===== src/rtl/ptm_pkg.sv =====
package ptm_pkg;
    typedef enum logic [1:0] {
        S_IDLE = 2'd0,
        S_SCAN = 2'd1,
        S_DONE = 2'd2
    } state_e;

    typedef enum logic [1:0] {
        RING_USER = 2'd0,
        RING_OS   = 2'd1,
        RING_POOL = 2'd2
    } ring_e;

    localparam int ST_W      = 5;
    localparam int ST_MATCH  = 0;
    localparam int ST_DUP    = 1;
    localparam int ST_NODISP = 2;
    localparam int ST_INVAL  = 3;
    localparam int ST_UNSUP  = 4;
endpackage


===== src/rtl/ptm_thread_sel.sv =====
module ptm_thread_sel #(
    parameter int NUM_THR = 8,
    parameter int CAM_W   = 23,
    parameter int LSID_W  = 8,
    parameter int TID_W   = 3
) (
    input  logic [TID_W-1:0]          sel_i,
    input  logic [NUM_THR-1:0]        pool_vld_i,
    input  logic [NUM_THR*CAM_W-1:0]  pool_cam_i,
    input  logic [NUM_THR-1:0]        os_vld_i,
    input  logic [NUM_THR*CAM_W-1:0]  os_cam_i,
    input  logic [NUM_THR-1:0]        usr_vld_i,
    input  logic [NUM_THR*LSID_W-1:0] usr_lsid_i,
    output logic                      pool_vld_o,
    output logic [CAM_W-1:0]          pool_cam_o,
    output logic                      os_vld_o,
    output logic [CAM_W-1:0]          os_cam_o,
    output logic                      usr_vld_o,
    output logic [LSID_W-1:0]         usr_lsid_o
);
    logic [CAM_W-1:0]  pool_cam_a [NUM_THR];
    logic [CAM_W-1:0]  os_cam_a   [NUM_THR];
    logic [LSID_W-1:0] usr_lsid_a [NUM_THR];

    for (genvar t = 0; t < NUM_THR; t++) begin : g_unpack
        assign pool_cam_a[t] = pool_cam_i[t*CAM_W +: CAM_W];
        assign os_cam_a[t]   = os_cam_i[t*CAM_W +: CAM_W];
        assign usr_lsid_a[t] = usr_lsid_i[t*LSID_W +: LSID_W];
    end

    assign pool_vld_o = pool_vld_i[sel_i];
    assign pool_cam_o = pool_cam_a[sel_i];
    assign os_vld_o   = os_vld_i[sel_i];
    assign os_cam_o   = os_cam_a[sel_i];
    assign usr_vld_o  = usr_vld_i[sel_i];
    assign usr_lsid_o = usr_lsid_a[sel_i];
endmodule


===== src/rtl/ptm_ring_match.sv =====
module ptm_ring_match
    import ptm_pkg::*;
#(
    parameter int CAM_W  = 23,
    parameter int LSID_W = 8
) (
    input  logic              fmt_i,
    input  logic [CAM_W-1:0]  key_i,
    input  logic [LSID_W-1:0] lsid_i,
    input  logic              pool_vld_i,
    input  logic [CAM_W-1:0]  pool_cam_i,
    input  logic              os_vld_i,
    input  logic [CAM_W-1:0]  os_cam_i,
    input  logic              usr_vld_i,
    input  logic [LSID_W-1:0] usr_lsid_i,
    output logic              hit_o,
    output ring_e             ring_o
);
    logic pool_eq, os_eq, usr_eq;

    assign pool_eq = pool_vld_i && (pool_cam_i == key_i);
    assign os_eq   = os_vld_i && (os_cam_i == key_i);
    assign usr_eq  = usr_vld_i && (usr_lsid_i == lsid_i);

    always_comb begin
        hit_o  = 1'b0;
        ring_o = RING_USER;
        if (!fmt_i) begin
            // pool ring outranks OS ring
            if (pool_eq) begin
                hit_o  = 1'b1;
                ring_o = RING_POOL;
            end else if (os_eq) begin
                hit_o  = 1'b1;
                ring_o = RING_OS;
            end
        end else if (os_eq && usr_eq) begin
            hit_o  = 1'b1;
            ring_o = RING_USER;
        end
    end
endmodule


===== src/rtl/thread_ctx_matcher.sv =====
module thread_ctx_matcher
    import ptm_pkg::*;
#(
    parameter int NUM_THR = 8,
    parameter int BLK_W   = 4,
    parameter int IDX_W   = 19,
    parameter int LSID_W  = 8,
    localparam int CAM_W  = BLK_W + IDX_W,
    localparam int TID_W  = (NUM_THR > 1) ? $clog2(NUM_THR) : 1
) (
    input  logic                      clk,
    input  logic                      rst_n,
    input  logic                      start_i,
    input  logic                      fmt_i,
    input  logic                      ign_i,
    input  logic [BLK_W-1:0]          blk_i,
    input  logic [IDX_W-1:0]          idx_i,
    input  logic [LSID_W-1:0]         lsid_i,
    input  logic                      desc_vld_i,
    input  logic [NUM_THR-1:0]        pool_vld_i,
    input  logic [NUM_THR*CAM_W-1:0]  pool_cam_i,
    input  logic [NUM_THR-1:0]        os_vld_i,
    input  logic [NUM_THR*CAM_W-1:0]  os_cam_i,
    input  logic [NUM_THR-1:0]        usr_vld_i,
    input  logic [NUM_THR*LSID_W-1:0] usr_lsid_i,
    output logic                      busy_o,
    output logic                      done_o,
    output logic [ST_W-1:0]           status_o,
    output logic [TID_W-1:0]          thread_o,
    output logic [1:0]                ring_o
);
    localparam logic [TID_W-1:0] LAST_THR = TID_W'(NUM_THR - 1);

    state_e             state, nxt;
    logic               req_fmt;
    logic [CAM_W-1:0]   req_key;
    logic [LSID_W-1:0]  req_lsid;
    logic [TID_W-1:0]   cnt;
    logic               found;
    logic [ST_W-1:0]    status_q;
    logic [TID_W-1:0]   thr_q;
    ring_e              ring_q;

    logic               sel_pool_vld, sel_os_vld, sel_usr_vld;
    logic [CAM_W-1:0]   sel_pool_cam, sel_os_cam;
    logic [LSID_W-1:0]  sel_usr_lsid;
    logic               hit;
    ring_e              hit_ring;
    logic               is_last;
    logic               early_exit;

    ptm_thread_sel #(
        .NUM_THR(NUM_THR), .CAM_W(CAM_W), .LSID_W(LSID_W), .TID_W(TID_W)
    ) u_sel (
        .sel_i(cnt),
        .pool_vld_i(pool_vld_i), .pool_cam_i(pool_cam_i),
        .os_vld_i(os_vld_i),     .os_cam_i(os_cam_i),
        .usr_vld_i(usr_vld_i),   .usr_lsid_i(usr_lsid_i),
        .pool_vld_o(sel_pool_vld), .pool_cam_o(sel_pool_cam),
        .os_vld_o(sel_os_vld),     .os_cam_o(sel_os_cam),
        .usr_vld_o(sel_usr_vld),   .usr_lsid_o(sel_usr_lsid)
    );

    ptm_ring_match #(.CAM_W(CAM_W), .LSID_W(LSID_W)) u_match (
        .fmt_i(req_fmt), .key_i(req_key), .lsid_i(req_lsid),
        .pool_vld_i(sel_pool_vld), .pool_cam_i(sel_pool_cam),
        .os_vld_i(sel_os_vld),     .os_cam_i(sel_os_cam),
        .usr_vld_i(sel_usr_vld),   .usr_lsid_i(sel_usr_lsid),
        .hit_o(hit), .ring_o(hit_ring)
    );

    assign is_last    = (cnt == LAST_THR);
    assign early_exit = !desc_vld_i || (!fmt_i && ign_i);

    // state register
    always_ff @(posedge clk or negedge rst_n) begin
        if (!rst_n) state <= S_IDLE;
        else        state <= nxt;
    end

    // transitions
    always_comb begin
        nxt = state;
        unique case (state)
            S_IDLE: if (start_i) nxt = early_exit ? S_DONE : S_SCAN;
            S_SCAN: if ((hit && found) || is_last) nxt = S_DONE;
            S_DONE: nxt = S_IDLE;
            default: nxt = S_IDLE;
        endcase
    end

    // request capture, scan bookkeeping and result
    always_ff @(posedge clk or negedge rst_n) begin
        if (!rst_n) begin
            req_fmt  <= 1'b0;
            req_key  <= '0;
            req_lsid <= '0;
            cnt      <= '0;
            found    <= 1'b0;
            status_q <= '0;
            thr_q    <= '0;
            ring_q   <= RING_USER;
        end else begin
            unique case (state)
                S_IDLE: if (start_i) begin
                    req_fmt  <= fmt_i;
                    req_key  <= {blk_i, idx_i};
                    req_lsid <= lsid_i;
                    cnt      <= '0;
                    found    <= 1'b0;
                    thr_q    <= '0;
                    ring_q   <= RING_USER;
                    status_q <= '0;
                    if (!desc_vld_i)
                        status_q[ST_INVAL] <= 1'b1;
                    else if (!fmt_i && ign_i)
                        status_q[ST_UNSUP] <= 1'b1;
                end
                S_SCAN: begin
                    cnt <= cnt + 1'b1;
                    if (hit && found) begin
                        status_q[ST_DUP] <= 1'b1;
                    end else if (hit) begin
                        found  <= 1'b1;
                        thr_q  <= cnt;
                        ring_q <= hit_ring;
                        if (is_last) status_q[ST_MATCH] <= 1'b1;
                    end else if (is_last) begin
                        if (found) status_q[ST_MATCH]  <= 1'b1;
                        else       status_q[ST_NODISP] <= 1'b1;
                    end
                end
                S_DONE: ;
                default: ;
            endcase
        end
    end

    assign busy_o   = (state != S_IDLE);
    assign done_o   = (state == S_DONE);
    assign status_o = status_q;
    assign thread_o = thr_q;
    assign ring_o   = ring_q;

    // ---------------- assertions ----------------
    p_inval_exit_r2: assert property (@(posedge clk) disable iff (!rst_n)
        (state == S_IDLE && start_i && !desc_vld_i) |=>
            (done_o && status_o == 5'b01000));

    p_unsup_exit_r3: assert property (@(posedge clk) disable iff (!rst_n)
        (state == S_IDLE && start_i && desc_vld_i && !fmt_i && ign_i) |=>
            (done_o && status_o == 5'b10000));

    p_pool_first_r4: assert property (@(posedge clk) disable iff (!rst_n)
        (state == S_SCAN && !req_fmt && sel_pool_vld && sel_pool_cam == req_key) |->
            (hit && hit_ring == RING_POOL));

    p_user_ring_r6: assert property (@(posedge clk) disable iff (!rst_n)
        (state == S_SCAN && req_fmt && hit) |->
            (hit_ring == RING_USER && sel_os_vld && sel_usr_vld));

    p_dup_stop_r8: assert property (@(posedge clk) disable iff (!rst_n)
        (state == S_SCAN && hit && found) |=> (done_o && status_o[ST_DUP]));

    p_onehot_r10: assert property (@(posedge clk) disable iff (!rst_n)
        done_o |-> ($countones(status_o) == 1));

    p_pulse_r10: assert property (@(posedge clk) disable iff (!rst_n)
        done_o |=> !done_o);

    p_busy_r10: assert property (@(posedge clk) disable iff (!rst_n)
        (state == S_IDLE && start_i) |=> busy_o);
endmodule


===== config.mk =====
export PLATFORM = sky130hd
export DESIGN_NAME = thread_ctx_matcher
export DESIGN_NICKNAME = d
export VERILOG_FILES = /design/src/rtl/ptm_pkg.sv /design/src/rtl/ptm_thread_sel.sv /design/src/rtl/ptm_ring_match.sv /design/src/rtl/thread_ctx_matcher.sv
export SDC_FILE = /design/constraint.sdc
export NUM_CORES = 1
export LEC_CHECK = 0
export CAP_MARGIN = 25
export CORE_AREA = 2 2 196 198
export DETAILED_ROUTE_END_ITERATION = 6
export DIE_AREA = 0 0 198 200
export DONT_BUFFER_PORTS = 1
export GPL_TIMING_DRIVEN = 1
export SLEW_MARGIN = 10
export SYNTH_ARGS = -nofsm -noshare
export SYNTH_HDL_FRONTEND = slang
export SYNTH_SLANG_ARGS = --single-unit

===== constraint.sdc =====
create_clock -name clk -period 7.25 [get_ports clk]
set_input_delay 1.45 -clock clk [delete_from_list [all_inputs] [get_ports clk]]
set_output_delay 1.45 -clock clk [all_outputs]
set_load 0.02 [all_outputs]

# Yosys cells after proc, flatten, opt, wreduce, memory -nomap -nowiden
# Cells that the tools add are included.
# op_classes
order_cmp	2
mux	54
n_reduce_logical	20
addsub	1
n_bitwise	1
eq_ne	15
# ops
cell	count
binary-select mux 23 bit (select 3 bit)	2
two-way mux 23 bit	4
== test 23 bit	2
binary-select mux 8 bit (select 3 bit)	1
two-way mux 1 bit	24
one-hot mux 3 bit (2 select lines)	3
two-way mux 2 bit	8
two-way mux 8 bit	2
inequality test 2 bit, second input constant	8
two-way mux 3 bit	4
binary-select mux 1 bit (select 3 bit)	3
== test 8 bit	1
one-hot mux 2 bit (2 select lines)	2
logical AND 1 bit	6
AND reduction 2 bit	3
AND reduction 6 bit	1
AND reduction 5 bit	1
greater-or-equal comparator 4 bit, second input constant	1
< comparator 3 x 4 -> 1 bit, second input constant	1
inverter 3 -> 4 bit	1
AND reduction 4 bit	1
nonzero test 2 bit	2
adder 3 x 1 -> 3 bit, second input constant	1
== test 3 bit, second input constant	1
other kinds (8)	10
# totals
input_bits	493
elab_cells	105
regBits	48
output_inout_bits	12

# Logic depth before layout (Yosys ltp)
# Gate-level depths: netlist of the first run.
# depth
ltp_word	13
depth_mapped	12
depth_no_buf	8

# Hierarchy
# A second synthesis of the first run with hierarchy kept.
# unflattened
cells_unflattened	473
hier_area_um2	5911.9
# modules_own_cells
mod	cells_each	area_per_inst_um2	instances
ptm_thread_sel	203	3395.8	1
thread_ctx_matcher	193	1884.3	1
ptm_ring_match	77	631.9	1

# Worst setup path after synthesis of the first run
# No wires, ideal clock.
# synth_path
kind	in2reg
start	input port usr_lsid_i[40]
end	register status_q[0] (netlist: status_o[0])
required_ns	7.128
setup_slack_ns	3.317
cell_stages	8
path_buffers	0
t_arrival_ns	3.812
path_cell_list	mux4_2 xor2_1 o32ai_1 nand4_1 or4_1 a2111o_1 a21bo_1 a32o_1
# synth_via
elab_chain_cells	11
# synth_rtl
element	line	source
from (decl)	thread_ctx_matcher.sv:25	input logic [NUM_THR*LSID_W-1:0] usr_lsid_i,
binary-select mux 8 bit (select 3 bit) *	ptm_thread_sel.sv:36	assign usr_lsid_o = usr_lsid_a[sel_i];
two-way mux 8 bit (implied by the code) * (2 in a row)	ptm_thread_sel.sv:36	
== test 8 bit *	ptm_ring_match.sv:23	assign usr_eq = usr_vld_i && (usr_lsid_i == lsid_i);
logical AND 1 bit *	ptm_ring_match.sv:23	
logical AND 1 bit *	ptm_ring_match.sv:37	end else if (os_eq && usr_eq) begin
two-way mux 1 bit *	ptm_ring_match.sv:37	
two-way mux 1 bit *	ptm_ring_match.sv:28	if (!fmt_i) begin
two-way mux 1 bit / logical AND 1 bit (equally long branches)	thread_ctx_matcher.sv:123, thread_ctx_matcher.sv:121	
two-way mux 1 bit / inequality test 2 bit (equally long branches)	n/a	
one-hot mux 3 bit (2 select lines) / AND reduction 5 bit (equally long branches)	n/a	
to (signal, indexed assignment)	thread_ctx_matcher.sv:122	status_q[ST_DUP] <= 1'b1;
to (signal, indexed assignment)	thread_ctx_matcher.sv:127	if (is_last) status_q[ST_MATCH] <= 1'b1;
to (signal, indexed assignment)	thread_ctx_matcher.sv:129	if (found) status_q[ST_MATCH] <= 1'b1;
to (decl)	thread_ctx_matcher.sv:40	logic [ST_W-1:0] status_q;
# Mark *: on every way between the ends. The rest lies on a longest branch, timed or not. The select of a mux whose other input is x is not followed.
# A chain may end at the register's enable or synchronous reset.

# Final worst setup path of the first run
# layout_path
start	register cnt[2]
end	register thr_q[1] (netlist: thread_o[1])
# layout_via
elab_chain_cells	12
# layout_rtl
element	line	source
from (decl)	thread_ctx_matcher.sv:38	logic [TID_W-1:0] cnt;
from (signal assigned)	thread_ctx_matcher.sv:120	cnt <= cnt + 1'b1;
inverter 3 -> 4 bit (implied by the code)	ptm_thread_sel.sv:32, ptm_thread_sel.sv:34, ptm_thread_sel.sv:36	
binary-select mux 23 bit (select 3 bit) / binary-select mux 8 bit (select 3 bit) (equally long branches)	ptm_thread_sel.sv:34, ptm_thread_sel.sv:36	
two-way mux 23 bit (implied by the code) / two-way mux 8 bit (equally long branches) (2 in a row)	ptm_thread_sel.sv:34, ptm_thread_sel.sv:36	
== test 23 bit / == test 8 bit (equally long branches)	ptm_ring_match.sv:22, ptm_ring_match.sv:23	
logical AND 1 bit (on tied branches)	ptm_ring_match.sv:22, ptm_ring_match.sv:23	
two-way mux 1 bit / logical AND 1 bit (equally long branches)	ptm_ring_match.sv:33, ptm_ring_match.sv:37	
two-way mux 1 bit (on tied branches)	ptm_ring_match.sv:30, ptm_ring_match.sv:37	
two-way mux 1 bit *	ptm_ring_match.sv:28	
logical AND 1 bit	thread_ctx_matcher.sv:121	if (hit && found) begin
inequality test 2 bit (no source line)	n/a	
AND reduction 4 bit (no source line) *	n/a	
to (signal assigned)	thread_ctx_matcher.sv:125	thr_q <= cnt;
to (decl)	thread_ctx_matcher.sv:41	logic [TID_W-1:0] thr_q;
# Marks and branches as above.

==> results.ini, run 1 <==
[worst_hold_path]
min_to=req_lsid[2]
whs_path_depth=2
min_path_type=reg2reg
holdCritStartpoint=req_lsid[2]

[power_and_ir_drop]
power_leakage_uw=0.00256
p_comb_share_pct=67.8
p_clk_share_pct=9.0
sw_frac_of_total_pct=51.2
power.total_uw=2940
pwr-share-seq_pct=23.2
power_density_nw_per_um2=415
p_int_uw=1430
vdd_drop_max_uv=126
power_switching_uw=1500

[drt]
viasPerCell=5.01
postRouteAntennaNets=0
wl_per_cell_um=29.8
route.detailed.drc=0
vias=5681
drt_first_pass_iters=5
wl_um=33800
drt-initial-drc-count=275

[clocking]
clk_latency_ps=300
clk_pin_slew_ps=80
cts_resized=0
cts_tree=done
cts_hold_buffers=0
cts_num_sinks=48
cts_buffer_depth=2
cts_root_buf=clkbuf_16
cts_max_level=2
post_cts_buffers=0
numCtsBuffers=5

[die]
rows=71
io_pins=505
dieHeight_um=200
dieWidth_um=198
start_util_pct=17.4
design.die.area_um2=39600
core-area_um2=37400

[timing]
fin_worst_skew_ps=11.7
slew_headroom_pct=38.9
rsz0062_at_grt=false
max_freq_ghz=0.220
worst_pin_slew_ps=913
slew_viol_final=0
hold_viol=0
worst_hold_slack_ps=510
min_period_ps=4540
setup_tns_ps=0
fin_ws_ps=2710
setup_viol=0
finalCritPeriodShare_pct=62.6

[yosys]
synth_ff_type=dfrtp_1
netlist_top_cells_area=mux4_2 23%, dfrtp_1 18%, mux2i_1 17%, nand2_1 6.9%, xor2_1 3.0%
yosysTopAreaCell=mux4_2
synth_seq_area_share_pct=18.5
yosys_warnings=0
synth-edff-count=0
avgSynthCellArea_um2=10.1
synth_cells=646
yosys_register_bits=48
syn_nets=1141
synthArstFlopShare_pct=100
ys_types=59
syn_area_um2=6500
synth.top_cell.area_share_pct=22.9

[cells_and_area]
nFillCells=4118
drive_gt1_share_pct=18.8
layout.nets=1106
areaGrowthSynthToFinish_pct=8.83

[global_routing]
antenna_found_initial=14
grt_use_total_pct=16.1
grt_pass1_vias=5880
grt_first_pass_wirelength_um=43800
grt_max_degree=84
overflow=0

[placement]
dp_slack_ps=2700
dp_hpwl_um=29200
gp_congestion=0.974
io_buffer_count=0

[setup_path]
path_max_fanout=83
r2r_cells=9
r2r_end=thread_o[1]
crit_path_end_kind=flop
r2r_start=cnt[2]
crit_start=cnt[2]
startpoint_type=flop
arrival_ps=4730
r2r_slack_ps=2710
crit_required_ps=7450
crit_type=reg2reg

[outcome]
outcome=complete, no violations

[run]
cap_violations=0

==> worst max-delay path: stages (launching register included) <==
cell	delay, ps
dfrtp_4	930
buf_12	390
mux2i_1	460
a22oi_1	240
nand3b_1	190
or4bb_1	490
or4_1	430
nor4_1	620
a311oi_1	190
a32o_1	260
==> metrics by stage <==
stage	utilization, %	cells	instance area [µm²]
detailed placement	18.4	1115	6890
global route	18.9	1133	7070
CTS	18.8	1123	7050
finish	18.9	1135	7080
floorplan	-	646	6500
global placement	18.4	1115	6890
==> synth_stat cells (all sizes together), types with 4 or more instances <==
library cell    n
and3            5
o21a            8
a21bo           6
xor2           22
xnor2          13
or4             7
or2             5
buf            39
mux4           66
nor3            9
inv             5
nand4          11
dfrtp          48
nand3           6
mux2i         111
or3             6
nor2b           8
clkbuf          7
nand2         119
and4            4
o21ai          15
o22ai           6
a22oi          19
nor2           11
a32o            5
nand3b          6
mux2           15
nand4b          4
a22o           21
==> worst max path at each step <==
stage | to | slack, ps | cells past startpoint
6_report | thread_o[1] | 2710 | 9
5_1_grt | thread_o[1] | 2450 | 9
4_1_cts | thread_o[1] | 2700 | 9
3_5_place_dp | thread_o[1] | 2700 | 9
3_3_place_gp | thread_o[1] | 2770 | 9
2_1_floorplan | status_o[0] | 3320 | 8
==> layout by cell type (no fill, tap or decap), drive strengths merged, types with 12 or more instances in the layout <==
cell type  synthesis  layout
mux2i            111     111
xor2              22      22
o21ai             15      15
mux4              66      66
a22oi             19      19
a22o              21      21
diode              0      12
nand2            119     119
dfrtp             48      48
mux2              15      15
xnor2             13      13
==> cell families after synthesis <==
group                    share of synthesized area (%)
flip-flops                                        18.5
AO/OA/AOI/OAI                                     11.9
XOR/XNOR                                          4.71
multiplexers                                      42.7
AND/OR/NAND/NOR                                   16.8
adder cells (fa/ha/maj)                          0.385
buffers and inverters                             5.08
==> power groups by stage <==
| stage | combinational [µW] | sequential, µW | clock, µW |
|---|---|---|---|
| 2_1_floorplan | 1680 | 462 | 0 |
| 6_report | 1990 | 680 | 265 |
| 3_5_place_dp | 2020 | 702 | 0 |
| 5_1_grt | 2180 | 714 | 281 |
| 4_1_cts | 2040 | 697 | 274 |
| 3_3_place_gp | 2000 | 697 | 0 |
==> sequential cells by signal, indices dropped and copies added, names as in the netlist <==
| name | flops |
|---|---|
| req_fmt | 1 |
| req_key | 23 |
| status_o | 5 |
| found | 1 |
| thread_o | 3 |
| state | 2 |
| req_lsid | 8 |
| ring_o | 2 |
| cnt | 3 |
==> routing by layer <==
| metal | vias to the layer above | global-route usage (%) | wire length [µm] |
|---|---|---|---|
| li1 | 2456 | - | - |
| met1 | 2763 | 18.1 | 12400 |
| met2 | 404 | 30.2 | 17600 |
| met3 | 54 | 2.67 | 2550 |
| met4 | 4 | 6.77 | 1270 |
| met5 | - | 0 | 28 |
==> final cells by class <==
cell class,instances,area [µm²],share of cell area [%]
diodes,12,30.0,0.424
clock buffers,6,139,1.96
clock inverters,2,17.5,0.247
inverters,5,18.8,0.265
multi-input cells,547,4980,70.3
flip-flops and latches,48,1210,17.1
well taps,511,639,9.03
repair buffers,4,42.5,0.601
No activity file was read; power rests on OpenSTA's default activity.
==> run 2, diff against run 1 <==
==> constraint.sdc (replaced) <==
create_clock -name clk -period 4 [get_ports clk]
set_input_delay 0.8 -clock clk [delete_from_list [all_inputs] [get_ports clk]]
set_output_delay 0.8 -clock clk [all_outputs]
set_load 0.02 [all_outputs]
==> run 2 against run 1 <==
  * Combinational power rose by 100%
  * Final area rose by 3.1%
  * Register-to-register slack got worse by 2500 ps
  * Sequential share of layout area fell by 0.51 points
  * Clock power rose by 120%
==> results.ini, run 2 (same netlist as run 1, synthesis figures left out) <==
[power_and_ir_drop]
pwr-share-seq_pct=19.1  ; -4.1 points
p_int_uw=2850  ; +99%
power_density_nw_per_um2=771  ; +86%
p_comb_share_pct=70.7  ; +2.9 points
sw_frac_of_total_pct=49.3  ; -1.9 points
p_clk_share_pct=10.3  ; +1.3 points
power_leakage_uw=0.00270  ; +5.5%
power_switching_uw=2770  ; +85%
vdd_drop_max_uv=227  ; +80%

[drt]
viasPerCell=4.99  ; -0.37%
drt-initial-drc-count=271  ; -1.5%
wl_um=34900  ; +3.4%
vias=5725  ; +0.77%
route.detailed.drc=0  ; unchanged
drt_first_pass_iters=4  ; -1
postRouteAntennaNets=0  ; unchanged
wl_per_cell_um=30.4  ; +2.3%

[placement]
numPlacedInstances=1135  ; +1.8%
gp_congestion=0.964  ; -1.1%
dp_hpwl_um=30300  ; +3.8%
io_buffer_count=0  ; unchanged

[global_routing]
grt_pass1_vias=6028  ; +2.5%
grt_first_pass_wirelength_um=45500  ; +3.8%
grt_use_total_pct=16.8  ; +0.70 points
overflow=0  ; unchanged
antenna_found_initial=11  ; -3
grt_max_degree=63  ; -25%

[setup_path]
crit_start=cnt[0]
r2r_start=cnt[0]
path_max_fanout=18  ; -78%
arrival_ps=4000  ; -730 ps
crit_chain=buf_4, mux4_2, mux2i_4, xor2_1, nand4_1, or4_1, a2111o_1, a21bo_1, a32o_1
critPathMaxStageDelay_ps=680  ; -250 ps
critPathTopFamily=compound AO/OA/AOI/OAI gates
cp_slowest_cell=dfrtp_4
crit_required_ps=4190  ; -3260 ps
critPathBufInv=1  ; unchanged
crit_path_end_kind=flop
r2r_slack_ps=190  ; -2530 ps
startpoint_type=flop
crit_type=reg2reg

[die]
dieHeight_um=200  ; unchanged
io_pins=505  ; unchanged
design.die.area_um2=39600  ; unchanged
start_util_pct=17.4  ; unchanged
core-area_um2=37400  ; unchanged
dieWidth_um=198  ; unchanged
rows=71  ; unchanged

[clocking]
cts_max_level=2  ; unchanged
numCtsBuffers=5  ; unchanged
cts_root_buf=clkbuf_16
cts_buffer_depth=2  ; unchanged
clk_pin_slew_ps=70  ; about the same
clk_latency_ps=300  ; about the same
post_cts_buffers=0  ; unchanged
cts_tree=done
cts_num_sinks=48  ; unchanged

[worst_hold_path]
min_path_type=in2async

[cells_and_area]
mostFrequentLayoutCells=118 x nand2_1, 109 x mux2i_1, 66 x mux4_2
areaGrowthSynthToFinish_pct=12.2
mostFrequentLayoutCell=nand2_1
final_cells=1148  ; +1.1%
nFillCells=4103  ; -0.36%
drive_gt1_share_pct=21.7  ; +2.9 points
largest_reg_flops=23  ; unchanged
regMostFlops=req_key
layout.nets=1126  ; +1.8%

[outcome]
outcome=complete, no violations

[timing]
setup_tns_ps=0  ; unchanged
min_period_ps=3810  ; -724 ps
worst_pin_slew_ps=963  ; +49.6 ps
max_freq_ghz=0.262  ; +19%
fin_worst_skew_ps=5.41  ; -6.30 ps
setup_viol=0  ; unchanged
slew_viol_final=0  ; unchanged
slew_headroom_pct=35.6  ; -3.3 points
rsz0062_at_grt=false
finalCritPeriodShare_pct=95.3  ; +33 points
hold_viol=0  ; unchanged

[run]
cap_violations=0  ; unchanged

[run 2: cell types whose count changed in the layout (fill, tap and decap cells not counted), moves of 2 or more]
cell,before,now
buf_12,1,3
diode_2,12,5
buf_4,3,20
bufinv_16,0,2
[run 2: power by group through the flow]
stage               Combinational [µW]  Sequential [µW]  Clock, µW
floorplan                         3040              837          0
global placement                  3930             1110          0
detailed placement                4000             1110          0
CTS                               4020             1100        601
global route                      4350             1120        618
finish                            3980             1070        578
[run 2: final timing paths]
path                            cells past startpoint          end
min in group clk                                    2  req_lsid[2]
max in group asynchronous                           0       cnt[2]
worst min register to register                      2  req_lsid[2]
worst min-delay path                                0  status_o[4]
worst max register to register                      9  status_o[0]
worst max-delay path                                9  status_o[0]
[run 2: worst reg2reg max path: cells and delay by family (launching register included)]
family / cells / cell delay [ps]
AOI/OAI and AO/OA: 3 / 990
muxes: 2 / 760
and+or+nand+nor: 2 / 770
DFF: 1 / 680
buffers and inverters: 1 / 320
xor gates and xnor gates: 1 / 200
[run 2: timing repair]
item                                    in CTS  in global routing
hold endpoints to repair                     0                  0
gates resized for setup                      0                  3
endpoints found under the setup margin       0                  5
hold buffers                                 0                  0
[run 2: area by class of cell]
type | instances | area [µm²] | share of cell area (%)
antenna | 5 | 12.5 | 0.171
inverter | 5 | 18.8 | 0.257
tap | 511 | 639 | 8.76
clock inverter | 3 | 68.8 | 0.943
clock buffer | 5 | 125 | 1.71
multi-input combinational | 547 | 5000 | 68.5
sequential | 48 | 1210 | 16.6
timing repair buffer | 24 | 221 | 3.03
[run 2: stage by stage]
stage          total power, µW  setup slack, ps  hold slack, ps  util, %  cell area [µm²]
6_report                  5630              188             189     19.5             7300
5_1_grt                   6080             10.5             168     19.5             7300
4_1_cts                   5720             73.2             170     19.4             7260
3_5_place_dp              5110             80.5             493     18.9             7070
3_3_place_gp              5040              129             478     18.9             7060
2_1_floorplan             3880              717             466        -             6500
[run 2: metal layers]
metal,GRT usage (%),vias up,part of all wire [%]
li1,-,2490,-
met1,18.4,2797,37
met2,32.7,377,53
met3,3.02,53,7.8
met4,5.37,8,2.6
met5,0,-,0.14
